## config.mk

```make
export PLATFORM = sky130hd
export DESIGN_NAME = csr_wide_mux
export DESIGN_NICKNAME = d
export VERILOG_FILES = /design/src/rtl/csr_wide_pkg.sv /design/src/rtl/csr_flag_bank.sv /design/src/rtl/csr_rshadow.sv /design/src/rtl/csr_wshadow.sv /design/src/rtl/csr_wide_mux.sv
export SDC_FILE = /design/constraint.sdc
export NUM_CORES = 1
export LEC_CHECK = 0
export CORE_MARGIN = 2
export CORE_UTILIZATION = 46
export CTS_BUF_LIST = sky130_fd_sc_hd__clkbuf_8
export DETAILED_ROUTE_END_ITERATION = 6
export GPL_TIMING_DRIVEN = 1
export HOLD_SLACK_MARGIN = 0.08
export PLACE_DENSITY = 0.83
export SYNTH_ARGS = -nofsm -noshare
export SYNTH_HDL_FRONTEND = slang
export SYNTH_HIERARCHICAL = 1
export SYNTH_SLANG_ARGS = --single-unit
```

## constraint.sdc

```tcl
create_clock -name clk -period 3.45 [get_ports clk]
set_input_delay 0.5175 -clock clk [delete_from_list [all_inputs] [get_ports clk]]
set_output_delay 0.5175 -clock clk [all_outputs]
set_load 0.02 [all_outputs]
```

## src/rtl/csr_wide_pkg.sv

```systemverilog
package csr_wide_pkg;
    typedef enum logic [0:0] {
        WS_IDLE = 1'b0,
        WS_FILL = 1'b1
    } wstate_e;

    typedef enum logic [1:0] {
        WID_RW   = 2'd0,
        WID_RO   = 2'd1,
        WID_WO   = 2'd2,
        WID_NONE = 2'd3
    } wide_id_e;
endpackage

```

## src/rtl/csr_flag_bank.sv

```systemverilog
module csr_flag_bank #(
    parameter int N = 8
) (
    input  logic         clk,
    input  logic         rst_n,
    input  logic [N-1:0] set_i,
    input  logic [N-1:0] clr_i,
    output logic [N-1:0] q_o
);
    for (genvar g = 0; g < N; g++) begin : g_bit
        always_ff @(posedge clk) begin
            if (!rst_n)         q_o[g] <= 1'b0;
            else if (set_i[g])  q_o[g] <= 1'b1;   // set has priority
            else if (clr_i[g])  q_o[g] <= 1'b0;
        end
    end
endmodule

```

## src/rtl/csr_rshadow.sv

```systemverilog
module csr_rshadow #(
    parameter int DW    = 16,
    parameter int WORDS = 4,
    localparam int WW   = DW * WORDS,
    localparam int IW   = $clog2(WORDS)
) (
    input  logic          clk,
    input  logic          rst_n,
    input  logic          load_i,
    input  logic [WW-1:0] live_i,
    input  logic [IW-1:0] idx_i,
    output logic [DW-1:0] word_o
);
    logic [WORDS-1:0][DW-1:0] shad_q;
    logic [WORDS-1:0][DW-1:0] live_w;

    assign live_w = live_i;

    always_ff @(posedge clk) begin
        if (!rst_n)      shad_q <= '0;
        else if (load_i) shad_q <= live_w;
    end

    // word 0 comes from the live value, the others from the captured line
    assign word_o = (idx_i == '0) ? live_w[0] : shad_q[idx_i];
endmodule

```

## src/rtl/csr_wshadow.sv

```systemverilog
module csr_wshadow import csr_wide_pkg::*; #(
    parameter int DW    = 16,
    parameter int WORDS = 4,
    localparam int WW   = DW * WORDS,
    localparam int IW   = $clog2(WORDS),
    localparam int LAST = WORDS - 1
) (
    input  logic          clk,
    input  logic          rst_n,
    input  logic          wr_en_i,
    input  wide_id_e      wr_id_i,
    input  logic [IW-1:0] wr_idx_i,
    input  logic [DW-1:0] wr_data_i,
    output logic          commit_o,
    output wide_id_e      commit_id_o,
    output logic [WW-1:0] line_o
);
    wstate_e  st_q, st_d;
    wide_id_e tgt_q, tgt_d;
    logic [IW-1:0] nxt_q, nxt_d;
    logic store;
    logic [LAST*DW-1:0] low_q;

    // next-state logic
    always_comb begin
        st_d  = st_q;
        tgt_d = tgt_q;
        nxt_d = nxt_q;
        store = 1'b0;
        unique case (st_q)
            WS_IDLE: begin
                if (wr_en_i && wr_idx_i == '0) begin        // start
                    st_d  = WS_FILL;
                    tgt_d = wr_id_i;
                    nxt_d = IW'(1);
                    store = 1'b1;
                end
            end
            WS_FILL: begin
                if (wr_en_i) begin
                    if (wr_id_i == tgt_q && wr_idx_i == nxt_q) begin
                        if (nxt_q == IW'(LAST)) begin       // commit
                            st_d = WS_IDLE;
                        end else begin                      // advance
                            store = 1'b1;
                            nxt_d = nxt_q + IW'(1);
                        end
                    end else if (wr_idx_i == '0) begin      // restart
                        tgt_d = wr_id_i;
                        nxt_d = IW'(1);
                        store = 1'b1;
                    end else begin                          // abandon
                        st_d = WS_IDLE;
                    end
                end
            end
        endcase
    end

    // state register
    always_ff @(posedge clk) begin
        if (!rst_n) begin
            st_q  <= WS_IDLE;
            tgt_q <= WID_NONE;
            nxt_q <= '0;
        end else begin
            st_q  <= st_d;
            tgt_q <= tgt_d;
            nxt_q <= nxt_d;
        end
    end

    // line storage for all words below the top one
    for (genvar g = 0; g < LAST; g++) begin : g_word
        always_ff @(posedge clk) begin
            if (!rst_n)
                low_q[g*DW +: DW] <= '0;
            else if (store && wr_idx_i == IW'(g))
                low_q[g*DW +: DW] <= wr_data_i;
        end
    end

    // outputs
    always_comb begin
        commit_o    = (st_q == WS_FILL) && wr_en_i && (wr_id_i == tgt_q)
                      && (wr_idx_i == nxt_q) && (nxt_q == IW'(LAST));
        commit_id_o = tgt_q;
        line_o      = {wr_data_i, low_q};
    end
endmodule

```

## src/rtl/csr_wide_mux.sv

```systemverilog
module csr_wide_mux import csr_wide_pkg::*; #(
    parameter int DW = 16,
    parameter int WW = 64,
    parameter int AW = $clog2(2 + 3 * (WW / DW))
) (
    input  logic          clk,
    input  logic          rst_n,
    input  logic [AW-1:0] bus_addr,
    input  logic          bus_rd,
    input  logic          bus_wr,
    input  logic [DW-1:0] bus_wdata,
    output logic [DW-1:0] bus_rdata,
    output logic [DW-1:0] ctrl_q,
    input  logic [DW/2-1:0] ro_in,
    input  logic [DW/2-1:0] flag_set,
    output logic [DW/2-1:0] flag_q,
    output logic [WW-1:0] wide_rw_q,
    input  logic [WW-1:0] wide_ro_in,
    output logic [WW-1:0] wide_wo_q
);
    localparam int WORDS  = WW / DW;
    localparam int IW     = $clog2(WORDS);
    localparam int HW     = DW / 2;
    localparam int A_CTRL = 0;
    localparam int A_STAT = 1;
    localparam int A_WIDE = 2;

    logic [AW-1:0] off;
    wide_id_e      wid;
    logic [IW-1:0] widx;
    logic          is_ctrl, is_stat;
    logic [DW-1:0] rs_word, rd_val;
    logic [WW-1:0] live_src;
    logic          ws_commit;
    wide_id_e      ws_id;
    logic [WW-1:0] ws_line;
    logic [HW-1:0] flag_clr;

    // address decode
    always_comb begin
        is_ctrl = (bus_addr == AW'(A_CTRL));
        is_stat = (bus_addr == AW'(A_STAT));
        off     = bus_addr - AW'(A_WIDE);
        widx    = off[IW-1:0];
        if (bus_addr < AW'(A_WIDE))         wid = WID_NONE;
        else if (off < AW'(WORDS))          wid = WID_RW;
        else if (off < AW'(2 * WORDS))      wid = WID_RO;
        else if (off < AW'(3 * WORDS))      wid = WID_WO;
        else                                wid = WID_NONE;
    end

    // narrow control register
    always_ff @(posedge clk) begin
        if (!rst_n)                ctrl_q <= '0;
        else if (bus_wr && is_ctrl) ctrl_q <= bus_wdata;
    end

    // flags
    assign flag_clr = (bus_wr && is_stat) ? bus_wdata[DW-1:HW] : '0;

    csr_flag_bank #(.N(HW)) u_flags (
        .clk   (clk),
        .rst_n (rst_n),
        .set_i (flag_set),
        .clr_i (flag_clr),
        .q_o   (flag_q)
    );

    // read shadow shared by readable wide registers
    assign live_src = (wid == WID_RO) ? wide_ro_in : wide_rw_q;

    csr_rshadow #(.DW(DW), .WORDS(WORDS)) u_rshadow (
        .clk    (clk),
        .rst_n  (rst_n),
        .load_i (bus_rd && (wid == WID_RW || wid == WID_RO) && widx == '0),
        .live_i (live_src),
        .idx_i  (widx),
        .word_o (rs_word)
    );

    // write shadow shared by writable wide registers
    csr_wshadow #(.DW(DW), .WORDS(WORDS)) u_wshadow (
        .clk         (clk),
        .rst_n       (rst_n),
        .wr_en_i     (bus_wr && (wid == WID_RW || wid == WID_WO)),
        .wr_id_i     (wid),
        .wr_idx_i    (widx),
        .wr_data_i   (bus_wdata),
        .commit_o    (ws_commit),
        .commit_id_o (ws_id),
        .line_o      (ws_line)
    );

    always_ff @(posedge clk) begin
        if (!rst_n) begin
            wide_rw_q <= '0;
            wide_wo_q <= '0;
        end else if (ws_commit) begin
            if (ws_id == WID_RW) wide_rw_q <= ws_line;
            if (ws_id == WID_WO) wide_wo_q <= ws_line;
        end
    end

    // read mux and registered read data
    always_comb begin
        rd_val = '0;
        if (is_ctrl)                            rd_val = ctrl_q;
        else if (is_stat)                       rd_val = {flag_q, ro_in};
        else if (wid == WID_RW || wid == WID_RO) rd_val = rs_word;
    end

    always_ff @(posedge clk) begin
        if (!rst_n)      bus_rdata <= '0;
        else if (bus_rd) bus_rdata <= rd_val;
    end
endmodule

```

# Word-level counts from Yosys, hierarchy flattened
# Cells that the tools add are included.
[classes] bitwise_logic=1 n_addsub=2 n_lt_le_gt_ge=5 reduce_logical=32 mux=47 eq_ne=15
[ops] cell="16-bit 2-to-1 mux" n=5
[ops] cell="64-bit 2-to-1 mux" n=1
[ops] cell="16-bit binary-select mux with 2-bit select" n=1
[ops] cell="2-bit 2-to-1 mux" n=12
[ops] cell="1-bit 2-to-1 mux" n=23
[ops] cell="2-bit nonzero test" n=8
[ops] cell="1-bit logical AND" n=14
[ops] cell="2-bit == test, second input constant" n=4
[ops] cell="4-bit < comparator, second input constant" n=2
[ops] cell="8-bit 2-to-1 mux" n=1
[ops] cell="2-bit case mux with 2 select lines" n=2
[ops] cell="4-bit AND reduction" n=2
[ops] cell="2-bit logical NOT" n=3
[ops] cell="3-bit inequality test, second input constant" n=2
[ops] cell="2-bit by 1-bit == test with 1-bit output, second input constant" n=2
[ops] cell="2-bit == test" n=2
[ops] cell="4-bit by 1-bit == test with 1-bit output, second input constant" n=1
[ops] cell="4-bit logical NOT" n=1
[ops] cell="4-bit by 2-bit < comparator with 1-bit output, second input constant" n=1
[ops] cell="4-bit by 3-bit < comparator with 1-bit output, second input constant" n=1
[ops] cell="2-bit by 1-bit inequality test with 1-bit output, second input constant" n=2
[ops] cell="2-bit inequality test, second input constant" n=2
[ops] cell="1-bit case mux with 2 select lines" n=2
[ops] cell="2-bit AND reduction" n=2
[ops] cell="5 further kinds" n=6
[word_totals] output_inout_bits=168 regBits=285 inputBits=104 elab_cells=124

# Logic depth before layout (Yosys ltp)
[logic_depth] depth_word=14 mapped_depth=15

# Modules after synthesis
# Netlist, hierarchy kept.
[modules_own_cells] module="csr_wide_mux" seq_area_each_um2=3203.1 area_per_inst_um2=6940.4 cells_per_inst=816 n_inst=1
[modules_own_cells] module="csr_wshadow" seq_area_each_um2=1061.0 area_per_inst_um2=2428.6 cells_per_inst=276 n_inst=1
[modules_own_cells] module="csr_rshadow" seq_area_each_um2=960.9 area_per_inst_um2=2244.7 cells_per_inst=176 n_inst=1
[modules_own_cells] module="csr_flag_bank" seq_area_each_um2=160.2 area_per_inst_um2=337.8 cells_per_inst=25 n_inst=1

# Least setup slack after synthesis
# No wires, ideal clock.
[synth_timing] kind="input to register" startpoint="input bus_addr[1]" endpoint="register wide_rw_q[0]" n_path_buf=4 t_arrival_ps=3477 path_slack_ps=-149 path_stages=15 cell_sequence="inv_1 > ha_1 > or2_1 > o21ai_4 > clkbuf_1 > inv_1 > xnor2_1 > nand3_1 > clkbuf_1 > nor3_1 > or3b_2 > clkbuf_1 > buf_1 > nand2_1 > a21boi_0"
[synth_via] word_cells_on_any_way=20
[synth_lines] item="start, declared" line_no="csr_wide_mux.sv:8" source="input logic [AW-1:0] bus_addr,"
[synth_lines] item="4-bit by 2-bit subtractor with 4-bit output" line_no="csr_wide_mux.sv:43" source="off = bus_addr - AW'(A_WIDE);"
[synth_lines] item="4-bit < comparator" line_no="csr_wide_mux.sv:47" source="else if (off < AW'(2 * WORDS)) wid = WID_RO;"
[synth_lines] item="2-bit 2-to-1 mux" line_no="csr_wide_mux.sv:47"
[synth_lines] item="2-bit 2-to-1 mux" line_no="csr_wide_mux.sv:46" source="else if (off < AW'(WORDS)) wid = WID_RW;"
[synth_lines] item="2-bit 2-to-1 mux *" line_no="csr_wide_mux.sv:45" source="if (bus_addr < AW'(A_WIDE)) wid = WID_NONE;"
[synth_lines] item="net wid[1]" line_no="csr_wide_mux.sv:29" source="wide_id_e wid;"
[synth_lines] item="2-bit == test or 2-bit logical NOT (tied branches)" line_no="csr_wide_mux.sv:85" source=".wr_en_i (bus_wr && (wid == WID_RW || wid == WID_WO)),"
[synth_lines] item="1-bit logical OR" line_no="csr_wide_mux.sv:85"
[synth_lines] item="1-bit logical AND" line_no="csr_wide_mux.sv:85"
[synth_lines] item="1-bit logical AND" line_no="csr_wshadow.sv:85" source="commit_o = (st_q == WS_FILL) && wr_en_i && (wr_id_i == tgt_q)"
[synth_lines] item="1-bit logical AND *" line_no="csr_wshadow.sv:85"
[synth_lines] item="1-bit logical AND * (2 in a row)" line_no="csr_wshadow.sv:86" source="&& (wr_idx_i == nxt_q) && (nxt_q == IW'(LAST));"
[synth_lines] item="net ws_commit" line_no="csr_wide_mux.sv:34" source="logic ws_commit;"
[synth_lines] item="2-bit AND reduction (no line) *"
[synth_lines] item="end signal, assigned" line_no="csr_wide_mux.sv:99" source="if (ws_id == WID_RW) wide_rw_q <= ws_line;"
[synth_lines] item="end, declared" line_no="csr_wide_mux.sv:17" source="output logic [WW-1:0] wide_rw_q,"
# The timed path passes the listed nets; every way through them passes the cells marked *.
# A chain may end at the register's enable or synchronous reset.

# Worst setup path in the final report
[layout_timing] startpoint="input bus_addr[2]" endpoint="register bus_rdata[12]"
[layout_via] elab_chain_cells=12 word_cells_on_any_way=19
[layout_rtl] item="4-bit by 2-bit subtractor with 4-bit output" line_no="csr_wide_mux.sv:43"
[layout_rtl] item="4-bit < comparator" line_no="csr_wide_mux.sv:48" source="else if (off < AW'(3 * WORDS)) wid = WID_WO;"
[layout_rtl] item="1-bit 2-to-1 mux" line_no="csr_wide_mux.sv:48"
[layout_rtl] item="2-bit 2-to-1 mux" line_no="csr_wide_mux.sv:47"
[layout_rtl] item="2-bit 2-to-1 mux" line_no="csr_wide_mux.sv:46"
[layout_rtl] item="2-bit 2-to-1 mux *" line_no="csr_wide_mux.sv:45"
[layout_rtl] item="2-bit by 1-bit == test with 1-bit output *" line_no="csr_wide_mux.sv:70" source="assign live_src = (wid == WID_RO) ? wide_ro_in : wide_rw_q;"
[layout_rtl] item="64-bit 2-to-1 mux *" line_no="csr_wide_mux.sv:70"
[layout_rtl] item="net live_src[12]" line_no="csr_wide_mux.sv:33" source="logic [WW-1:0] live_src;"
[layout_rtl] item="16-bit 2-to-1 mux *" line_no="csr_rshadow.sv:25" source="assign word_o = (idx_i == '0) ? live_w[0] : shad_q[idx_i];"
[layout_rtl] item="net rs_word[12]" line_no="csr_wide_mux.sv:32" source="logic [DW-1:0] rs_word, rd_val;"
[layout_rtl] item="16-bit 2-to-1 mux *" line_no="csr_wide_mux.sv:109" source="else if (wid == WID_RW || wid == WID_RO) rd_val = rs_word;"
[layout_rtl] item="16-bit 2-to-1 mux *" line_no="csr_wide_mux.sv:108" source="else if (is_stat) rd_val = {flag_q, ro_in};"
[layout_rtl] item="16-bit 2-to-1 mux *" line_no="csr_wide_mux.sv:107" source="if (is_ctrl) rd_val = ctrl_q;"
[layout_rtl] item="end signal, assigned" line_no="csr_wide_mux.sv:114" source="else if (bus_rd) bus_rdata <= rd_val;"
[layout_rtl] item="end, declared" line_no="csr_wide_mux.sv:12" source="output logic [DW-1:0] bus_rdata,"
# Marked as above.

==> summary.md <==
| Metric | Value |
|---|---|
| Number of max-cap violations | `0` |
| Vias in the first global route | `10,100` |
| Share of flip-flops with an asynchronous set or reset | `0` |
| Die H | `165 um` |
| Worst Max-Slew Pin Slew | `0.913 ns` |
| Worst hold margin | `0.460 ns` |
| Synth top cells by count | `nand2_1 (327), dfxtp_1 (269), a21boi_0 (158)` |
| Top-count cell post-synth | `nand2_1` |
| Mean Syn Cell Area | `9.24 um2` |
| EDFF count, synth | `0` |
| Clock power share | `0.411` |
| Sw Ratio | `0.243` |
| Die area | `0.0273 mm2` |
| Max transition margin | `0.391` |
| I/O Buffers | `271` |
| Adder-Cell Fraction of Synth Area | `0.00209` |
| I/O Pins | `272` |
| Core Box Area | `0.0253 mm2` |
| Cell row count | `58` |
| F_max | `0.321 GHz` |
| CTS root buf | `clkbuf_8` |
| Initial DRC count | `1,117` |
| WL per Instance | `21.7 um` |
| Logic gate share of total power | `0.098` |
| Drt first pass iters | `7` |
| Total track usage | `0.291` |
| Total CTS buffers | `42` |
| Final ANT Viol Nets | `0` |
| Placed wire-length estimate | `28,600 um` |
| Post-synthesis sequential area ratio | `0.451` |
| CTS tree | `done` |
| Synthesized cell area | `0.0120 mm2` |
| Synth Area in Compound Gates | `0.161` |
| Final number of max-transition violations | `0` |
| Gpl congestion | `0.948` |
| First-pass GRT wire length | `59,900 um` |
| DR vias | `10,600` |
| Filler cells | `2,097` |
| Yosys reg bits | `269` |
| Syn Inst Count | `1,293` |
| Maximum vdd ir drop | `298 uV` |
| Largest area contributor in the netlist | `dfxtp_1` |
| Area contributors post-synth | `dfxtp_1 (45%), nand2_1 (10%), a21boi_0 (9.9%), mux2_1 (5.7%), mux2i_1 (5.5%)` |
| Largest net degree at the start of global routing | `134` |
| Util after Layout | `0.618` |
| Hold-fix buffers, CTS | `0` |
| Predominant post-synthesis flop cell | `dfxtp_1` |
| Switching power | `1.57 mW` |
| LEAKAGE | `5.54 nW` |
| H-tree lvl count | `2` |
| P_int | `4.88 mW` |
| Synth top area share | `0.451` |
| Seq pwr share | `0.491` |
| Setup CP Type | `in -> reg` |
| Critical Path RT | `3.85 ns` |
| Crit path max fanout | `17` |
| Crit. End Element | `register` |
| Synth Area in Simple Gates | `0.178` |
| Multiplexer share of the synthesized area | `0.149` |
| Finished Cell Area | `0.0157 mm2` |
| Net Count, Synth | `1,399` |
| PD cells | `412 mW/mm2` |
| Starting Density | `0.472` |
| HP Class | `reg -> reg` |
| YS warnings | `6` |
| Final setup TNS | `0 ns` |
| CP Launch Type | `input pin` |
| CP arrival | `3.51 ns` |
| Area Growth Syn to Fin | `31.0%` |
| Period utilisation layout | `0.902` |
| Post-cts resize count | `0` |
| Final wirelength | `40,700 um` |
| Final Hold Violating Endpoints | `0` |
| Initial antenna violation count | `0` |
| Layout cells sized above 1 | `0.0799` |
| Inserted Diodes | `0` |
| Largest family of logic cells by synthesized area | `simple AND/OR/NAND/NOR gates` |
| CTS sink count | `269` |
| XOR/XNOR share of the synthesized area | `0.00356` |
| Minimum clock period | `3.11 ns` |
| Post-synthesis cell type count | `52` |
| Post-CTS setup buffer count | `0` |
| RSZ-0062 raised after global routing | `no` |
| Placed Area | `0.0148 mm2` |
| Post-DR vias/cell | `5.64` |
| DRC Markers | `0` |
| Die X | `165 um` |
| Clock Latency Late Sink | `0.55 ns` |
| Total grt overflow | `0` |
| Setup Viol. Count Final | `0` |
| Final Net Count | `1,632` |
| Final Skew | `0.0242 ns` |
| Clock-pin slew on the worst setup and hold paths | `0.06 ns` |
| Clock Path Buffers | `3` |
| Status | `finished, final reports clean` |
| Power, Total | `6.45 mW` |
-- metal layers --
| metal | global-route usage | routed length, um | vias to the layer above |
|---|---|---|---|
| met4 | 0.119 | 1560 | 0 |
| li1 | - | - | 4875 |
| met3 | 0.0552 | 3980 | 93 |
| met2 | 0.461 | 18500 | 566 |
| met5 | 0 | 0 | - |
| met1 | 0.391 | 16700 | 5082 |
-- cell families (layout without fill, tap and decap cells) --
family	Yosys count	after routing
AOI/OAI and AO/OA	277	277
muxes	146	146
xor gates and xnor gates	4	4
DFF	269	269
adders and majority gates	2	2
and+or+nand+nor	469	469
buffers and inverters	126	384
-- power groups by stage --
stage          Clock, mW  Combinational (mW)  Sequential [mW]
3_3_place_gp           0               0.616             3.23
5_1_grt             2.81               0.658             3.16
3_5_place_dp           0               0.620             3.23
4_1_cts             2.67               0.623             3.16
2_1_floorplan          0               0.307             3.24
6_report            2.65               0.631             3.16
-- path summary, 6_finish.rpt --
kind                      startpoint            end  slack (ns)  depth (start not counted)
setup / recovery         bus_addr[2]  bus_rdata[12]        0.34                         12
hold / removal         wide_wo_q[32]  wide_wo_q[32]        0.46                          2
setup reg to reg  u_wshadow/nxt_q[0]  wide_rw_q[27]        1.07                          7
hold reg to reg        wide_wo_q[32]  wide_wo_q[32]        0.46                          2
-- placed cells by master (no fill, tap or decap), types with 2 or more instances in the layout --
cell             netlist  layout
mux4_1                 9       9
nand3_1               51      51
o21ai_0               66      66
o221ai_1              16      16
nor2b_4                8       8
clkbuf_8               0      53
dfxtp_1              269     269
and2_1                 8       8
mux2_1                60      60
a21boi_0             158     158
nand2_1              327     327
xnor2_1                3       3
mux2_2                 4       4
nor3_1                 4       3
o21a_1                 9       9
nor2b_1               53      53
buf_4                 26      31
buf_12                 1       8
nor3_2                 1       2
a21boi_1               2       2
ha_1                   2       2
nor2_1                 3       3
mux2i_1               66      66
clkdlybuf4s50_1        0     270
and3_1                 3       3
a31oi_1               17      17
a311oi_1               2       2
mux4_2                 7       7
inv_1                  5      19
-- metrics by stage --
stage / instances / setup slack [ns]
after floorplan: 1293 / 0.00516
after global placement: 1812 / -0.127
after detailed placement: 1812 / -0.176
after CTS: 1881 / 0.395
after global routing: 1881 / 0.248
final: 1881 / 0.338
-- critical path, cell delays in order --
cell and delay (ns):
clkdlybuf4s50_1 0.54, inv_1 0.06, ha_1 0.19, or2_1 0.25, o21ai_4 0.15, buf_4 0.22
and2b_2 0.20, buf_4 0.17, mux2_1 0.42, mux4_1 0.58, nand2_1 0.12, a31oi_1 0.09
-- flip-flops by register name (all words and copies together), names as in the netlist --
signal / count
wide_wo_q: 64
u_wshadow/line_o: 48
u_wshadow/commit_id_o: 2
bus_rdata: 16
u_wshadow/st_q: 1
u_rshadow/shad_q: 48
u_wshadow/nxt_q: 2
u_flags/q_o: 8
wide_rw_q: 64
ctrl_q: 16
-- final cells by class --
| class | instances | area (um2) | share of cell area |
|---|---|---|---|
| clock buffer | 53 | 729 | 0.0466 |
| inverter | 5 | 18.8 | 0.00120 |
| multi-input combinational | 898 | 5920 | 0.378 |
| timing repair buffer | 310 | 3110 | 0.198 |
| clock inverter | 16 | 87.6 | 0.00559 |
| sequential | 269 | 5390 | 0.344 |
| tap | 330 | 413 | 0.0264 |
(Power assumes the default switching activity.)
